**src/rtl/wake_pkg.sv**
```systemverilog
package wake_pkg;
  typedef enum logic [1:0] {
    MODE_SLEEP  = 2'd0,
    MODE_LISTEN = 2'd1,
    MODE_ACTIVE = 2'd2
  } mode_e;

  typedef enum logic [1:0] {
    RP_IDLE = 2'd0,
    RP_WAIT = 2'd1,
    RP_SEND = 2'd2
  } reply_e;

  localparam logic [7:0] PT_WAKE  = 8'h00;
  localparam logic [7:0] PT_DISC  = 8'h11;
  localparam logic [7:0] PT_SLEEP = 8'h18;

  localparam int          RND_W    = 16;
  localparam logic [15:0] RND_SEED = 16'hACE1;
endpackage

```
**src/rtl/wake_lfsr.sv**
```systemverilog
module wake_lfsr
  import wake_pkg::*;
#(
  parameter int OUT_W = 5
) (
  input  logic             clk,
  input  logic             rst_n,
  input  logic             tick_i,
  output logic [OUT_W-1:0] rnd_o
);
  logic [RND_W-1:0] st_q, st_d;

  always_comb begin
    st_d = st_q;
    if (tick_i) st_d = {st_q[RND_W-2:0], st_q[15] ^ st_q[13] ^ st_q[12] ^ st_q[10]};
  end

  always_ff @(posedge clk or negedge rst_n) begin
    if (!rst_n) st_q <= RND_SEED;
    else        st_q <= st_d;
  end

  assign rnd_o = st_q[OUT_W-1:0];
endmodule

```
**src/rtl/wake_mode_fsm.sv**
```systemverilog
module wake_mode_fsm
  import wake_pkg::*;
#(
  parameter int SLEEP_TICKS  = 326,
  parameter int LISTEN_TICKS = 4,
  parameter int ACTIVE_TICKS = 60000
) (
  input  logic  clk,
  input  logic  rst_n,
  input  logic  tick_i,
  input  logic  pkt_any_i,
  input  logic  wake_i,
  input  logic  sleep_cmd_i,
  input  logic  host_i,
  output mode_e mode_o
);
  localparam int MAX_A = (SLEEP_TICKS > LISTEN_TICKS) ? SLEEP_TICKS : LISTEN_TICKS;
  localparam int MAX_T = (ACTIVE_TICKS > MAX_A) ? ACTIVE_TICKS : MAX_A;
  localparam int TMR_W = $clog2(MAX_T + 1);

  mode_e            mode_q, mode_d;
  logic [TMR_W-1:0] cnt_q, cnt_d;

  always_comb begin
    mode_d = mode_q;
    cnt_d  = cnt_q;
    unique case (mode_q)
      MODE_SLEEP: begin
        if (tick_i) begin
          if (cnt_q == TMR_W'(SLEEP_TICKS - 1)) begin
            mode_d = MODE_LISTEN;
            cnt_d  = '0;
          end else cnt_d = cnt_q + 1'b1;
        end
      end
      MODE_LISTEN: begin
        if (wake_i && !host_i) begin
          mode_d = MODE_ACTIVE;
          cnt_d  = '0;
        end else if (tick_i) begin
          if (cnt_q == TMR_W'(LISTEN_TICKS - 1)) begin
            mode_d = MODE_SLEEP;
            cnt_d  = '0;
          end else cnt_d = cnt_q + 1'b1;
        end
      end
      MODE_ACTIVE: begin
        if (host_i || sleep_cmd_i) begin
          mode_d = MODE_SLEEP;
          cnt_d  = '0;
        end else if (pkt_any_i) begin
          cnt_d = '0;
        end else if (tick_i) begin
          if (cnt_q == TMR_W'(ACTIVE_TICKS - 1)) begin
            mode_d = MODE_SLEEP;
            cnt_d  = '0;
          end else cnt_d = cnt_q + 1'b1;
        end
      end
      default: begin
        mode_d = MODE_SLEEP;
        cnt_d  = '0;
      end
    endcase
  end

  always_ff @(posedge clk or negedge rst_n) begin
    if (!rst_n) begin
      mode_q <= MODE_SLEEP;
      cnt_q  <= '0;
    end else begin
      mode_q <= mode_d;
      cnt_q  <= cnt_d;
    end
  end

  assign mode_o = mode_q;
endmodule

```
**src/rtl/wake_reply.sv**
```systemverilog
module wake_reply
  import wake_pkg::*;
#(
  parameter int MUTE_TICKS = 2000,
  parameter int SLOT_TICKS = 8,
  parameter int SLOT_BITS  = 5,
  parameter int ACK_COUNT  = 3
) (
  input  logic                 clk,
  input  logic                 rst_n,
  input  logic                 tick_i,
  input  logic                 active_i,
  input  logic                 disc_bcast_i,
  input  logic                 disc_self_i,
  input  logic                 tx_done_i,
  input  logic [SLOT_BITS-1:0] rnd_i,
  output logic                 tx_req_o,
  output logic [SLOT_BITS-1:0] slot_o
);
  localparam int REM_W  = SLOT_BITS + $clog2(SLOT_TICKS + 1);
  localparam int MUTE_W = $clog2(MUTE_TICKS + 1);
  localparam int ACK_W  = $clog2(ACK_COUNT + 1);

  reply_e               st_q, st_d;
  logic [REM_W-1:0]     rem_q, rem_d;
  logic [MUTE_W-1:0]    mute_q, mute_d;
  logic [ACK_W-1:0]     sent_q, sent_d;
  logic [SLOT_BITS-1:0] slot_q, slot_d;

  always_comb begin
    mute_d = mute_q;
    if (disc_self_i)                  mute_d = MUTE_W'(MUTE_TICKS);
    else if (tick_i && mute_q != '0)  mute_d = mute_q - 1'b1;
  end

  always_comb begin
    st_d   = st_q;
    rem_d  = rem_q;
    sent_d = sent_q;
    slot_d = slot_q;
    if (!active_i) begin
      st_d   = RP_IDLE;
      sent_d = '0;
    end else begin
      unique case (st_q)
        RP_IDLE: begin
          if (disc_bcast_i && mute_q == '0) begin
            st_d   = RP_WAIT;
            slot_d = rnd_i;
            rem_d  = REM_W'(rnd_i) * REM_W'(SLOT_TICKS);
          end
        end
        RP_WAIT: begin
          if (rem_q == '0) begin
            st_d   = RP_SEND;
            sent_d = '0;
          end else if (tick_i) rem_d = rem_q - 1'b1;
        end
        RP_SEND: begin
          if (tx_done_i) begin
            if (sent_q == ACK_W'(ACK_COUNT - 1)) st_d = RP_IDLE;
            else sent_d = sent_q + 1'b1;
          end
        end
        default: st_d = RP_IDLE;
      endcase
    end
  end

  always_ff @(posedge clk or negedge rst_n) begin
    if (!rst_n) begin
      st_q   <= RP_IDLE;
      rem_q  <= '0;
      mute_q <= '0;
      sent_q <= '0;
      slot_q <= '0;
    end else begin
      st_q   <= st_d;
      rem_q  <= rem_d;
      mute_q <= mute_d;
      sent_q <= sent_d;
      slot_q <= slot_d;
    end
  end

  assign tx_req_o = (st_q == RP_SEND) && active_i;
  assign slot_o   = slot_q;
endmodule

```
**src/rtl/radio_wake_ctrl.sv**
```systemverilog
module radio_wake_ctrl
  import wake_pkg::*;
#(
  parameter int SLEEP_TICKS  = 326,
  parameter int LISTEN_TICKS = 4,
  parameter int ACTIVE_TICKS = 60000,
  parameter int MUTE_TICKS   = 2000,
  parameter int SLOT_TICKS   = 8,
  parameter int SLOT_BITS    = 5,
  parameter int ACK_COUNT    = 3
) (
  input  logic                 clk,
  input  logic                 rst_n,
  input  logic                 tick_i,
  input  logic                 pkt_valid_i,
  input  logic [7:0]           pkt_type_i,
  input  logic                 addr_self_i,
  input  logic                 addr_bcast_i,
  input  logic                 host_conn_i,
  input  logic                 tx_done_i,
  output logic                 rx_en_o,
  output logic [1:0]           mode_o,
  output logic                 tx_req_o,
  output logic [SLOT_BITS-1:0] slot_o
);
  logic [1:0]           rst_sync_q;
  logic                 rst_int_n;
  mode_e                mode;
  logic                 active;
  logic                 wake_pkt, sleep_cmd, disc_bcast, disc_self;
  logic [SLOT_BITS-1:0] rnd;

  always_ff @(posedge clk or negedge rst_n) begin
    if (!rst_n) rst_sync_q <= 2'b00;
    else        rst_sync_q <= {rst_sync_q[0], 1'b1};
  end
  assign rst_int_n = rst_sync_q[1];

  assign active     = (mode == MODE_ACTIVE);
  assign wake_pkt   = pkt_valid_i && (pkt_type_i == PT_WAKE);
  assign sleep_cmd  = pkt_valid_i && (pkt_type_i == PT_SLEEP) && (addr_self_i || addr_bcast_i);
  assign disc_self  = active && pkt_valid_i && (pkt_type_i == PT_DISC) && addr_self_i;
  assign disc_bcast = active && pkt_valid_i && (pkt_type_i == PT_DISC) && addr_bcast_i && !addr_self_i;

  wake_lfsr #(.OUT_W(SLOT_BITS)) u_lfsr (
    .clk   (clk),
    .rst_n (rst_int_n),
    .tick_i(tick_i),
    .rnd_o (rnd)
  );

  wake_mode_fsm #(
    .SLEEP_TICKS (SLEEP_TICKS),
    .LISTEN_TICKS(LISTEN_TICKS),
    .ACTIVE_TICKS(ACTIVE_TICKS)
  ) u_mode (
    .clk        (clk),
    .rst_n      (rst_int_n),
    .tick_i     (tick_i),
    .pkt_any_i  (pkt_valid_i),
    .wake_i     (wake_pkt),
    .sleep_cmd_i(sleep_cmd),
    .host_i     (host_conn_i),
    .mode_o     (mode)
  );

  wake_reply #(
    .MUTE_TICKS(MUTE_TICKS),
    .SLOT_TICKS(SLOT_TICKS),
    .SLOT_BITS (SLOT_BITS),
    .ACK_COUNT (ACK_COUNT)
  ) u_reply (
    .clk         (clk),
    .rst_n       (rst_int_n),
    .tick_i      (tick_i),
    .active_i    (active),
    .disc_bcast_i(disc_bcast),
    .disc_self_i (disc_self),
    .tx_done_i   (tx_done_i),
    .rnd_i       (rnd),
    .tx_req_o    (tx_req_o),
    .slot_o      (slot_o)
  );

  assign mode_o  = mode;
  assign rx_en_o = (mode != MODE_SLEEP);
endmodule

```
**config.mk**
```make
export PLATFORM = sky130hd
export DESIGN_NAME = radio_wake_ctrl
export DESIGN_NICKNAME = d
export VERILOG_FILES = /design/src/rtl/wake_pkg.sv /design/src/rtl/wake_lfsr.sv /design/src/rtl/wake_mode_fsm.sv /design/src/rtl/wake_reply.sv /design/src/rtl/radio_wake_ctrl.sv
export SDC_FILE = /design/constraint.sdc
export NUM_CORES = 1
export LEC_CHECK = 0
export BUFFER_PORTS_ARGS = -buffer_cell sky130_fd_sc_hd__buf_2
export CORE_MARGIN = 2
export CORE_UTILIZATION = 35
export DETAILED_ROUTE_END_ITERATION = 10
export SLEW_MARGIN = 10
export SYNTH_ARGS = -nofsm -noshare
export SYNTH_HDL_FRONTEND = slang
export SYNTH_SLANG_ARGS = --single-unit
```
**constraint.sdc**
```tcl
create_clock -name clk -period 6.14 [get_ports clk]
set_clock_uncertainty 0.15 [all_clocks]
set_input_delay 0.307 -clock clk [delete_from_list [all_inputs] [get_ports clk]]
set_output_delay 0.307 -clock clk [all_outputs]
set_load 0.02 [all_outputs]
```
; Word level (Yosys, flattened, before mapping)
; Cells that the tools add are included.
[word_totals]
ff_bits = 65
inputBits = 16
out_inout_bits = 9
elab_cells = 111
[op_classes]
addsub = 4
n_eq_ne = 27
mux = 37
n_bitwise = 3
reduce_logical = 31
[ops]
columns = op, n
row1 = 2-to-1 mux 16 bit, 9
row2 = one-hot mux 16 bit (3 select lines), 1
row3 = 2-to-1 mux 2 bit, 18
row4 = 2-to-1 mux 9 bit, 3
row5 = 2-to-1 mux 11 bit, 2
row6 = != test 3 x 2 -> 1 bit (second input constant), 6
row7 = one-hot mux 9 bit (2 select lines), 1
row8 = adder 16 x 1 -> 16 bit (second input constant), 1
row9 = == test 16 bit (second input constant), 1
row10 = == test 16 x 2 -> 1 bit (second input constant), 1
row11 = == test 16 x 9 -> 1 bit (second input constant), 1
row12 = == test 8 x 5 -> 1 bit (second input constant), 2
row13 = logical AND 1 bit, 12
row14 = one-hot mux 2 bit (3 select lines), 2
row15 = logical NOT 11 bit, 1
row16 = nonzero test 11 bit, 1
row17 = subtractor 11 x 1 -> 11 bit (second input constant), 1
row18 = logical NOT 9 bit, 1
row19 = != test 3 x 1 -> 1 bit (second input constant), 3
row20 = subtractor 9 x 1 -> 9 bit (second input constant), 1
row21 = logical NOT 8 bit, 1
row22 = AND reduction 4 bit, 2
row23 = AND reduction 7 bit, 1
row24 = == test 2 bit (second input constant), 3
row25 = other kinds (14), 27

; Longest topological paths before layout
; Gate-level depths: netlist of run 1.
[logic_depth]
word_depth = 9
depth_mapped = 8
ltp_nobuf = 7

; Hierarchy
; Synthesis of run 1 repeated with hierarchy kept, for this count alone.
[hier_totals]
cells_unflattened = 347
hier_area_um2 = 3729.8
[by_module_without_submodules]
columns = module, n_inst, cells_per_inst, area_each_um2, seq_area_each_um2
row1 = wake_reply, 1, 162, 1625.3, 725.7
row2 = wake_mode_fsm, 1, 125, 1223.7, 450.4
row3 = wake_lfsr, 1, 43, 713.2, 410.4
row4 = radio_wake_ctrl, 1, 17, 167.7, 50.0

; Worst setup path after synthesis of run 1
; No wires, ideal clock.
[synth_timing]
path_type = flip-flop to flip-flop
startpoint = register u_reply.rem_q[0]
endpoint = register u_reply.rem_q[1]
setup_time_ps = 83
arrival_time_ps = 2096
required_ps = 5907
path_slack_ps = 3812
path_stages_with_launch = 8
path_buffers = 0
period_less_slack_ps = 2328
cell_sequence = dfrtp_1 inv_1 ha_1 or4b_2 o211ai_1 o41ai_4 and2_1 o21ai_0
[synth_via]
elab_chain_cells = 4
word_cells_on_any_way = 7
cone_classes = 1 x add/sub / 1 x eq/ne / 3 x mux / 2 x reduce/logical
[synth_rtl]
columns = item, line_no
row1 = from (decl), wake_reply.sv:25  ; logic [REM_W-1:0] rem_q, rem_d;
row2 = from (signal assigned), wake_reply.sv:79  ; rem_q <= rem_d;
row3 = subtractor 9 x 1 -> 9 bit, wake_reply.sv:57  ; end else if (tick_i) rem_d = rem_q - 1'b1;
row4 = 2-to-1 mux 9 bit, wake_reply.sv:57
row5 = 2-to-1 mux 9 bit, wake_reply.sv:54  ; if (rem_q == '0) begin
row6 = one-hot mux 9 bit (2 select lines), wake_reply.sv:45  ; unique case (st_q)
; Several ways; a longest one is shown, not always the timed one. The select of a mux whose other input is x is not followed.
; A chain may end at the register's enable or synchronous reset.

; Worst setup path after layout of run 1
[layout_timing]
startpoint = register u_mode.cnt_q[0]
endpoint = register u_mode.cnt_q[8]
[layout_via]
elab_chain_cells = 6
word_cells_on_any_way = 14
cone_classes = 1 x add/sub / 3 x eq/ne / 10 x mux
[layout_rtl]
columns = item, line_no
row1 = from (decl), wake_mode_fsm.sv:22  ; logic [TMR_W-1:0] cnt_q, cnt_d;
row2 = from (signal assigned), wake_mode_fsm.sv:73  ; cnt_q <= cnt_d;
row3 = adder 16 x 1 -> 16 bit or == test 16 bit (tied branches), n/a
row4 = 2-to-1 mux 16 bit, wake_mode_fsm.sv:54  ; if (cnt_q == TMR_W'(ACTIVE_TICKS - 1)) begin
row5 = 2-to-1 mux 16 bit, wake_mode_fsm.sv:53  ; end else if (tick_i) begin
row6 = 2-to-1 mux 16 bit, wake_mode_fsm.sv:51  ; end else if (pkt_any_i) begin
row7 = 2-to-1 mux 16 bit, wake_mode_fsm.sv:48  ; if (host_i || sleep_cmd_i) begin
row8 = one-hot mux 16 bit (3 select lines) (*), wake_mode_fsm.sv:27  ; unique case (mode_q)
; Mark *: on every way between the ends. The rest lies on a longest branch, timed or not. The select of a mux whose other input is x is not followed.

==> summary.md, run 1 <==
| Metric | Value |
|---|---|
| Crit end category | flip-flop |
| Dpl ws | about 2900 ps |
| GR Overflow Total | 0 |
| R2R Setup Slk | 2870 ps |
| CTS buffer count | 9 |
| Placer Congestion | between 0.8 and 0.9 |
| Worst setup margin | 2870 ps |
| Final wirelength | about 8000 um |
| Largest area contributor in the netlist | dfrtp_1 |
| Post-CTS sizing | 0 |
| Slew HR | 23.9% |
| GRT Overall Usage | ~15% |
| CP Class | reg -> reg |
| Placed Area | 3920 um^2 |
| Top cell type's share of synthesized area | 38.9% |
| Arrival time worst endpoint | 3310 ps |
| R2r worst-path depth | 6 |
| Max H-tree Level | 3 |
| Netlist cell types | 58 |
| Leak | between 1.5 and 2 nW |
| DP Wirelength | 5510 um |
| Final Cycle Share | between 50 and 60% |
| Hold Slack | around 110 ps |
| Setup TNS | 0 ps |
| Wire per inst | approximately 15 um |
| Clock Tree Buf Depth | 2 |
| Seq/Total Area, Yosys | 44.6% |
| Core box area | around 10000 um^2 |
| CTS tree | built |
| Unrepaired setup endpoints after global routing | false |
| Area contributors post-synth | dfrtp_1, dfstp_2, mux2_2 |
| DRT Pass-1 Iters | 4 |
| # IOs | 25 |
| Filler cells | between 900 and 1000 |
| CP Max Fanout | 16 |
| Post-synth net total | 400 |
| Final nets | 422 |
| Avg Cell Area, Syn | 9.73 um^2 |
| CTS root buf | clkbuf_8 |
| Synth Register Bits | 65 |
| Clock transition at path regs | ~70 ps |
| WP data required | 6180 ps |
| Die footprint | 11300 um^2 |
| Async SR Flop Fraction | between 90% and 100% |
| Port buffer count | 24 |
| Starting Density | between 30% and 40% |
| Synth Instances | about 380 |
| Synth Flop Type | dfrtp_1 |
| Clk_lat worst skew | roughly 350 ps |
| Reg2reg start | u_mode.cnt_q[0]$_DFFE_PN0P_ |
| Antenna Violating Nets Remaining | 0 |
| Global Route met1 Usage | between 10% and 20% |
| GR peak layer | met2 |
| Mapped Area | about 3700 um^2 |
| Startpoint types | flip-flop |
| Post-synth EDFFs | 0 |
| DR iter-0 viols | 180 |
| Utilization after layout | between 40% and 50% |
| Post-CTS Setup Inserts | 0 |
| Final hold vios | 0 |
| Vias per cell | approximately 5.6 |
| Hold EP | u_reply.st_q[1]$_DFFE_PN0P_ |
| GRT met3 Usage | under 10% |
| Power per cell area | 372 nW/um^2 |
| Chip Width | around 110 um |
| Hold depth | 4 |
| Share of post-route cells with drive strength above 1 | a little over a fifth |
| Pins Over Slew Limit | 0 |
| First-pass GRT wire length | 13800 um |
| Diodes inserted | 0 |
| Hold crit path type | in -> reg |
| Maxcap violations | 0 |
| Initial antenna violation count | 0 |
| Worst r2r dst | u_mode.cnt_q[8]$_DFFE_PN0P_ |
| Worst hold path startpoint | tx_done_i |
| Max Freq | between 0.3 and 0.4 GHz |
| Status | complete, no violations |
| Met2 usage | about a quarter |
| Peak supply drop | 130 uV |
| Pin count of the biggest net entering global routing | 64 |
| Die height | ~110 um |
| Yosys warning count | 0 |
| Final Cell Area | 4140 um^2 |
| Final setup violation count | 0 |
| Fin crit period | 3270 ps |
| Number of global-route vias before repair | 2901 |
| Clock Sinks | 65 |
| Worst-margin pin slew | roughly 1100 ps |
| Residual DRC | 0 |
| Rows | 37 |
| Routed vias | roughly 3000 |
| Layout area overhead | 12.8% |
| Worst Setup SP | u_mode.cnt_q[0]$_DFFE_PN0P_ |
==> state kept, by name, indices dropped and copies added, names as in the netlist <==
signal and count:
u_lfsr.st_q 16, u_mode.cnt_q 16, u_reply.mute_q 11, u_reply.rem_q 9, u_reply.slot_o 5, rst_sync_q 2
u_mode.mode_o 2, u_reply.sent_q 2, u_reply.st_q 2
==> layer usage <==
layer,vias to the layer above,wire (um)
li1,1455,-
met1,1469,3730
met3,13,398
met2,64,3750
met4,0,121
met5,-,0
==> worst max path at each step <==
| stage | to | slack [ps] | cells after the start |
|---|---|---|---|
| after floorplan | u_reply.rem_q[1]$_DFFE_PN0P_ | 3810 | 7 |
| after global placement | u_mode.cnt_q[8]$_DFFE_PN0P_ | 2920 | 6 |
| after detailed placement | u_mode.cnt_q[8]$_DFFE_PN0P_ | 2910 | 6 |
| after CTS | u_mode.cnt_q[8]$_DFFE_PN0P_ | 2890 | 6 |
| after global routing | u_mode.cnt_q[8]$_DFFE_PN0P_ | 2620 | 6 |
| final | u_mode.cnt_q[8]$_DFFE_PN0P_ | 2870 | 6 |
==> cell type report <==
cell class	count	area [um^2]	area share [%]
clock buffers	11	131	3.18
clock inverters	5	80.1	1.94
inverters	18	67.6	1.63
multi-input cells	277	1900	45.9
flip-flops and latches	65	1640	39.6
well taps	136	170	4.11
repair buffers	28	153	3.69
==> power by group <==
| group | internal [mW] | switching (mW) | leakage [nW] | total, mW |
|---|---|---|---|---|
| Clock | 0.228 | 0.172 | 0.0995 | 0.400 |
| Sequential | 0.583 | 0.164 | 0.788 | 0.747 |
| Combinational | 0.191 | 0.200 | 0.826 | 0.391 |
| Total | 1.00 | 0.536 | 1.71 | 1.54 |
==> cell usage after synthesis, types with 5 or more instances <==
master and count:
dfstp_2 8, ha_1 7, inv_1 18, nand3_1 9, mux2_4 5, nand4_1 5, mux2_2 17, o21ai_0 19
or4_1 5, nand2_1 42, dfrtp_1 57, o22ai_1 6, nor2_1 15, xnor2_1 5, a21oi_1 14, nor3_1 16
clkbuf_1 12, nor4_1 17, o211ai_1 15
==> logic make-up after synthesis <==
| family | share of synthesized area [%] |
|---|---|
| and+or+nand+nor | 22.8 |
| AOI/OAI and AO/OA | 15.9 |
| DFF | 44.6 |
| buffers and inverters | 3.68 |
| muxes | 8.35 |
| xor gates and xnor gates | 2.15 |
| adders and majority gates | 2.39 |
| other | 0.102 |
==> stage by stage <==
stage	instances	total power, mW
5_1_grt	540	1.66
4_1_cts	540	1.55
6_report	540	1.54
3_5_place_dp	523	1.14
3_3_place_gp	523	1.13
2_1_floorplan	377	1.03
==> cells in the final DEF, fill, tap and decap left out, types with 5 or more instances in the layout <==
cell type,netlist,layout
clkbuf_8,0,9
or4_1,5,5
o22ai_1,6,6
mux2_4,5,5
nor4_1,17,17
ha_1,7,7
dfrtp_1,57,56
o211ai_1,15,15
nand2_1,42,42
buf_2,3,24
mux2_2,17,17
xnor2_1,5,5
nor2_1,15,15
dfstp_2,8,8
nor3_1,16,16
o21ai_0,19,19
nand4_1,5,5
inv_1,18,18
nand3_1,9,9
a21oi_1,14,14
==> worst max-delay path, stage by stage (launching register included) <==
cell      delay, ps
dfrtp_1         420
ha_1            330
or3b_2          470
o41ai_1         260
o22ai_1         420
nor2_1          830
o311ai_0        230
==> repair_timing <==
item,CTS,global route
hold buffers,1,0
endpoints found under the hold margin,2,0
endpoints found under the setup margin,0,0
No activity file was read; power rests on OpenSTA's default activity.
==> run 2: changes to the inputs <==
clock period = 3.4 ns   (was 6.14 ns; I/O delays follow)
==> run 2 against run 1 <==
  * First-iteration DRC count grew 21%
  * Combinational power grew 84%
  * Global-route usage grew 0.55 points
  * Count of clock-buffer cells in the layout grew 4
  * Critical path type is now in -> reg
  * Highest routed layer unchanged
==> summary.md, run 2 (same netlist as run 1, synthesis figures left out) <==
| Metric | Value |
|---|---|
| Clk pwr share | a little over a fifth |
| Reg power frac | 51.4% |
| Max Freq | between 0.3 and 0.4 GHz |
| Non-filler cells in the finished layout | between 500 and 600 |
| Dpl ws | roughly 800 ps |
| Hold crit path type | in -> reg |
| Fin crit period | roughly 2700 ps |
| Antenna Violating Nets Remaining | 0 |
| R2R Setup Slk | ~800 ps |
| Routed vias | just under 3000 |
| Worst-margin pin slew | around 940 ps |
| Hold buffers post-CTS | 5 |
| Clock Tree Buf Depth | 2 |
| CP max-delay cell | dlygate4sd3_1 |
| DR iter-0 viols | around 220 |
| Core box area | approximately 10000 um^2 |
| Final setup violation count | 0 |
| Share of post-route cells with drive strength above 1 | roughly 22% |
| Hold Slack | 42.7 ps |
| Commonest non-fill, non-tap cell in the layout | dfrtp_1 |
| Inst Count DP | 530 |
| GRT Overall Usage | between 10% and 20% |
| Worst setup margin | around 710 ps |
| First-pass GRT wire length | approximately 14000 um |
| Switching share of total power | 35.9% |
| Final nets | between 400 and 500 |
| Unrepaired setup endpoints after global routing | false |
| Largest stage delay on the critical path | approximately 530 ps |
| Placed Area | ~4000 um^2 |
| DP Wirelength | ~5900 um |
| Sw power | 0.955 mW |
| Maxcap violations | 0 |
| Arrival time worst endpoint | between 2000 and 3000 ps |
| CTS buffer count | 9 |
| Filler cells | 999 |
| Placer Congestion | 0.852 |
| Final wirelength | between 8000 and 9000 um |
| CTS root buf | clkbuf_8 |
| Pins Over Slew Limit | 0 |
| Rows | 37 |
| Number of global-route vias before repair | around 3000 |
| Final Power | 2.66 mW |
| DRT Pass-1 Iters | 6 |
| Status | complete, no violations |
| Pin count of the biggest net entering global routing | 43 |
| Diodes inserted | 0 |
| WP data required | between 3000 and 4000 ps |
| Worst r2r dst | u_mode.cnt_q[8]$_DFFE_PN0P_ |
| Starting Density | 35.9% |
| Comb power frac | a little over a quarter |
| Slew HR | 37.5% |
| Port buffer count | 24 |
| Power per cell area | between 600 and 700 nW/um^2 |
| Layout area overhead | 13.9% |
| Crit-path cells | dlygate4sd3_1, buf_2, or4_4, nor4_2, o211ai_1, o21ai_0, or3b_2 |
| CTS tree | built |
| Clock transition at path regs | approximately 70 ps |
| Crit end category | flip-flop |
| Die height | 106 um |
| Final Cell Area | 4180 um^2 |
| CP Class | in -> reg |
| Utilization after layout | 40.9% |
| Wire per inst | between 15 and 20 um |
| Largest regs | u_lfsr.st_q: 16 flops, u_mode.cnt_q: 16 flops, u_reply.mute_q: 11 flops |
| Chip Width | between 100 and 150 um |
| Hold depth | 4 |
| Setup TNS | 0 ps |
| Initial antenna violation count | 0 |
| Final Cycle Share | 79.0% |
| P_int | approximately 1.7 mW |
| Clk_lat worst skew | 340 ps |
| Hold EP | u_mode.mode_o[1]$_DFFE_PN0P_ |
| Residual DRC | 0 |
| Die footprint | approximately 11000 um^2 |
| Worst hold path startpoint | pkt_type_i[4] |
| GR Overflow Total | 0 |
| Vias per cell | around 5.4 |
| Clock Sinks | 65 |
| # IOs | 25 |
| Post-CTS Setup Inserts | 0 |
| Reg2reg start | u_mode.cnt_q[0]$_DFFE_PN0P_ |
| Max H-tree Level | 3 |
| Most frequent cells in the layout | dfrtp_1, nand2_1, buf_2 |
| Peak supply drop | roughly 250 uV |
| Final hold vios | 0 |
| Post-CTS sizing | 0 |
| Leak | 1.75 nW |
| R2r worst-path depth | 7 |
| CP Max Fanout | 6 |
| Startpoint types | input port |
[run 2: power by group through the flow]
stage	Clock [mW]	Combinational [mW]	Sequential (mW)
2_1_floorplan	0	0.614	1.25
3_3_place_gp	0	0.697	1.36
3_5_place_dp	0	0.717	1.38
4_1_cts	0.591	0.726	1.36
5_1_grt	0.631	0.817	1.41
6_report	0.570	0.720	1.37
[run 2: area by class of cell]
cell class | instances | area [um^2] | share of cell area [%]
well taps | 136 | 170 | 4.07
multi-input cells | 277 | 1900 | 45.4
inverters | 18 | 67.6 | 1.62
clock inverters | 1 | 5.00 | 0.120
repair buffers | 39 | 245 | 5.87
flip-flops and latches | 65 | 1640 | 39.2
clock buffers | 15 | 156 | 3.74
[run 2: how the worst max path moves through the flow]
stage / cells past startpoint / slack, ps / to / start
2_1_floorplan: 7 / 1070 / u_reply.rem_q[1]$_DFFE_PN0P_ / u_reply.rem_q[0]$_DFFE_PN0P_
3_3_place_gp: 7 / 880 / u_mode.cnt_q[8]$_DFFE_PN0P_ / u_mode.cnt_q[0]$_DFFE_PN0P_
3_5_place_dp: 7 / 810 / u_mode.cnt_q[8]$_DFFE_PN0P_ / u_mode.cnt_q[0]$_DFFE_PN0P_
4_1_cts: 7 / 760 / u_reply.mute_q[7]$_DFFE_PN0P_ / pkt_type_i[5]
5_1_grt: 7 / 560 / u_reply.mute_q[7]$_DFFE_PN0P_ / pkt_type_i[5]
6_report: 7 / 710 / u_reply.mute_q[7]$_DFFE_PN0P_ / pkt_type_i[5]
[run 2: routing by layer]
metal  vias to the layer above  routed length [um]  global-route usage [%]
met5                         -                   0                       0
met4                         0                  95                    5.08
met3                         7                 274                    4.66
met2                        48                4090                    26.5
met1                      1456                3840                    19.5
li1                       1467                   -                       -
[run 2: critical path, delay by kind of cell]
kind                   cells  cell delay, ps
AND/OR/NAND/NOR            3            1500
buffers and inverters      2             670
AO/OA/AOI/OAI              2             400
==> run 3: changes to the inputs <==
clock period = 2.4 ns   (was 3.4 ns; I/O delays follow)
==> run 3 against run 2 <==
  * Non-clock buffer count increased by 40
  * Register-to-register slack got worse by 690 ps
  * Cell count increased by 7.3%
  * Via count up 6.7%
  * First-iteration DRC count fell by 19%
  * Critical endpoint unchanged
  * Largest cell class unchanged
==> summary.md, run 3 (same netlist as run 1, synthesis figures left out) <==
| Metric | Value |
|---|---|
| Chip Width | roughly 110 um |
| GR peak layer | met2 |
| Worst r2r dst | u_mode.mode_o[0]$_DFFE_PN0P_ |
| # IOs | 25 |
| Met2 usage | about 27% |
| Most frequent cells in the layout | dfrtp_1, buf_4, nand2_1 |
| CP Class | in -> reg |
| Worst-margin pin slew | 561 ps |
| Pin count of the biggest net entering global routing | 26 |
| Core box area | just over 10000 um^2 |
| Final setup violation count | 0 |
| GRT Overall Usage | between 10% and 20% |
| Arrival time worst endpoint | 2380 ps |
| Slew HR | approximately 63% |
| Crit end category | flip-flop |
| Clk pwr share | 24.9% |
| Global Route met1 Usage | between 20% and 30% |
| Clock transition at path regs | 80 ps |
| Placed Area | between 4000 and 5000 um^2 |
| Final Cycle Share | a little over nine tenths |
| R2R Setup Slk | between 100 and 150 ps |
| First-pass GRT wire length | 15000 um |
| Hold crit path type | reg -> async |
| DR iter-0 viols | between 150 and 200 |
| R2r worst-path depth | 5 |
| Commonest non-fill, non-tap cell in the layout | dfrtp_1 |
| Sw power | roughly 1.5 mW |
| Reg2reg start | u_mode.cnt_q[12]$_DFFE_PN0P_ |
| Die height | 106 um |
| Hold Slack | ~110 ps |
| Worst setup margin | slightly above 100 ps |
| Power per cell area | 934 nW/um^2 |
| Vias per cell | 5.38 |
| Maxcap violations | 0 |
| CTS buffer count | 9 |
| Number of global-route vias before repair | ~3200 |
| CP Max Fanout | 6 |
| Clk_lat worst skew | 350 ps |
| Status | complete, no violations |
| Pins Over Slew Limit | 0 |
| Max Freq | between 0.4 and 0.5 GHz |
| DP Wirelength | roughly 6400 um |
| Placer Congestion | a little under 0.9 |
| Clock Tree Buf Depth | 2 |
| Residual DRC | 0 |
| Filler cells | 971 |
| Leak | 2.01 nW |
| GRT met3 Usage | 2.70% |
| Wire per inst | 15.1 um |
| Comb power frac | approximately a third |
| Dpl ws | roughly 14 ps |
| Max H-tree Level | 3 |
| P_int | about 2.8 mW |
| Final hold vios | 0 |
| Routed vias | around 3200 |
| Layout area overhead | 26.2% |
| Share of post-route cells with drive strength above 1 | 32.3% |
| Clock Sinks | 65 |
| WP data required | about 2500 ps |
| Antenna Violating Nets Remaining | 0 |
| Initial antenna violation count | 0 |
| Port buffer count | 24 |
| Inst Count DP | between 500 and 600 |
| Reg power frac | 40.9% |
| CTS root buf | clkbuf_8 |
| Largest regs | u_lfsr.st_q: 16 flops, u_mode.cnt_q: 16 flops, u_reply.mute_q: 11 flops |
| Switching share of total power | ~34% |
| Final wirelength | just under 9000 um |
| Diodes inserted | 0 |
| Rows | 37 |
| Fin crit period | 2300 ps |
| Peak supply drop | around 310 uV |
| Final nets | roughly 470 |
| GR Overflow Total | 0 |
| Final Cell Area | roughly 4600 um^2 |
| DRT Pass-1 Iters | 4 |
| Startpoint types | input port |
| Non-filler cells in the finished layout | roughly 600 |
| CTS tree | built |
| Die footprint | 11300 um^2 |
| Starting Density | between 30% and 40% |
[run 3: changes by cell type in the layout (fill, tap and decap cells not counted), moves of 3 or more]
cell / before / now
o21ai_0: 19 / 15
buf_4: 10 / 49
nor4_1: 17 / 14
clkbuf_1: 5 / 0
o21ai_1: 1 / 5
[run 3: through the flow]
step	total power [mW]	setup TNS, ps	utilization (%)
detailed placement	3.20	0	41.4
floorplan	2.65	0	-
global route	4.63	-60.3	45.2
CTS	4.30	0	44.2
global placement	3.17	0	41.4
finish	4.33	0	45.2
[run 3: worst max path at each step]
stage	start	end	slack (ps)
2_1_floorplan	u_reply.rem_q[0]$_DFFE_PN0P_	u_reply.rem_q[1]$_DFFE_PN0P_	70
3_3_place_gp	u_mode.cnt_q[12]$_DFFE_PN0P_	u_mode.cnt_q[8]$_DFFE_PN0P_	70
3_5_place_dp	u_reply.rem_q[1]$_DFFE_PN0P_	u_reply.rem_q[1]$_DFFE_PN0P_	10
4_1_cts	u_reply.rem_q[1]$_DFFE_PN0P_	u_reply.rem_q[1]$_DFFE_PN0P_	9
5_1_grt	u_reply.mute_q[0]$_DFFE_PN0P_	u_reply.rem_q[5]$_DFFE_PN0P_	-30
6_report	pkt_type_i[6]	u_reply.mute_q[7]$_DFFE_PN0P_	100
[run 3: power by group through the flow]
| stage | sequential, mW | combinational, mW | clock [mW] |
|---|---|---|---|
| after floorplan | 1.78 | 0.869 | 0 |
| after global placement | 1.76 | 1.41 | 0 |
| after detailed placement | 1.78 | 1.42 | 0 |
| after CTS | 1.76 | 1.43 | 1.10 |
| after global routing | 1.82 | 1.66 | 1.14 |
| final | 1.77 | 1.48 | 1.08 |
[run 3: timing repair]
item	CTS	global route
hold buffers	6	0
buffers inserted	0	3
gates resized for setup	0	21
pin swaps	1	6
endpoints found under the setup margin	1	23
hold endpoints to repair	4	0
[run 3: critical path, stage by stage]
cell	delay, ps
dlygate4sd3_1	520
buf_2	140
or4_4	450
nor4_4	260
buf_4	170
o211ai_1	140
o21ai_1	140
or3b_2	440
[run 3: layer usage]
| metal | vias to the layer above | wire [um] |
|---|---|---|
| met5 | - | 0 |
| met4 | 0 | 170 |
| met3 | 12 | 234 |
| met2 | 42 | 4370 |
| met1 | 1572 | 4150 |
| li1 | 1552 | - |
[run 3: area by class of cell]
cell class / instances / area [um^2] / share of cell area, %
clock inverter: 6 / 90.1 / 1.95
clock buffer: 10 / 138 / 2.97
multi-input combinational: 277 / 1980 / 42.7
timing repair buffer: 79 / 548 / 11.8
tap: 136 / 170 / 3.68
inverter: 18 / 67.6 / 1.46
sequential: 65 / 1640 / 35.4
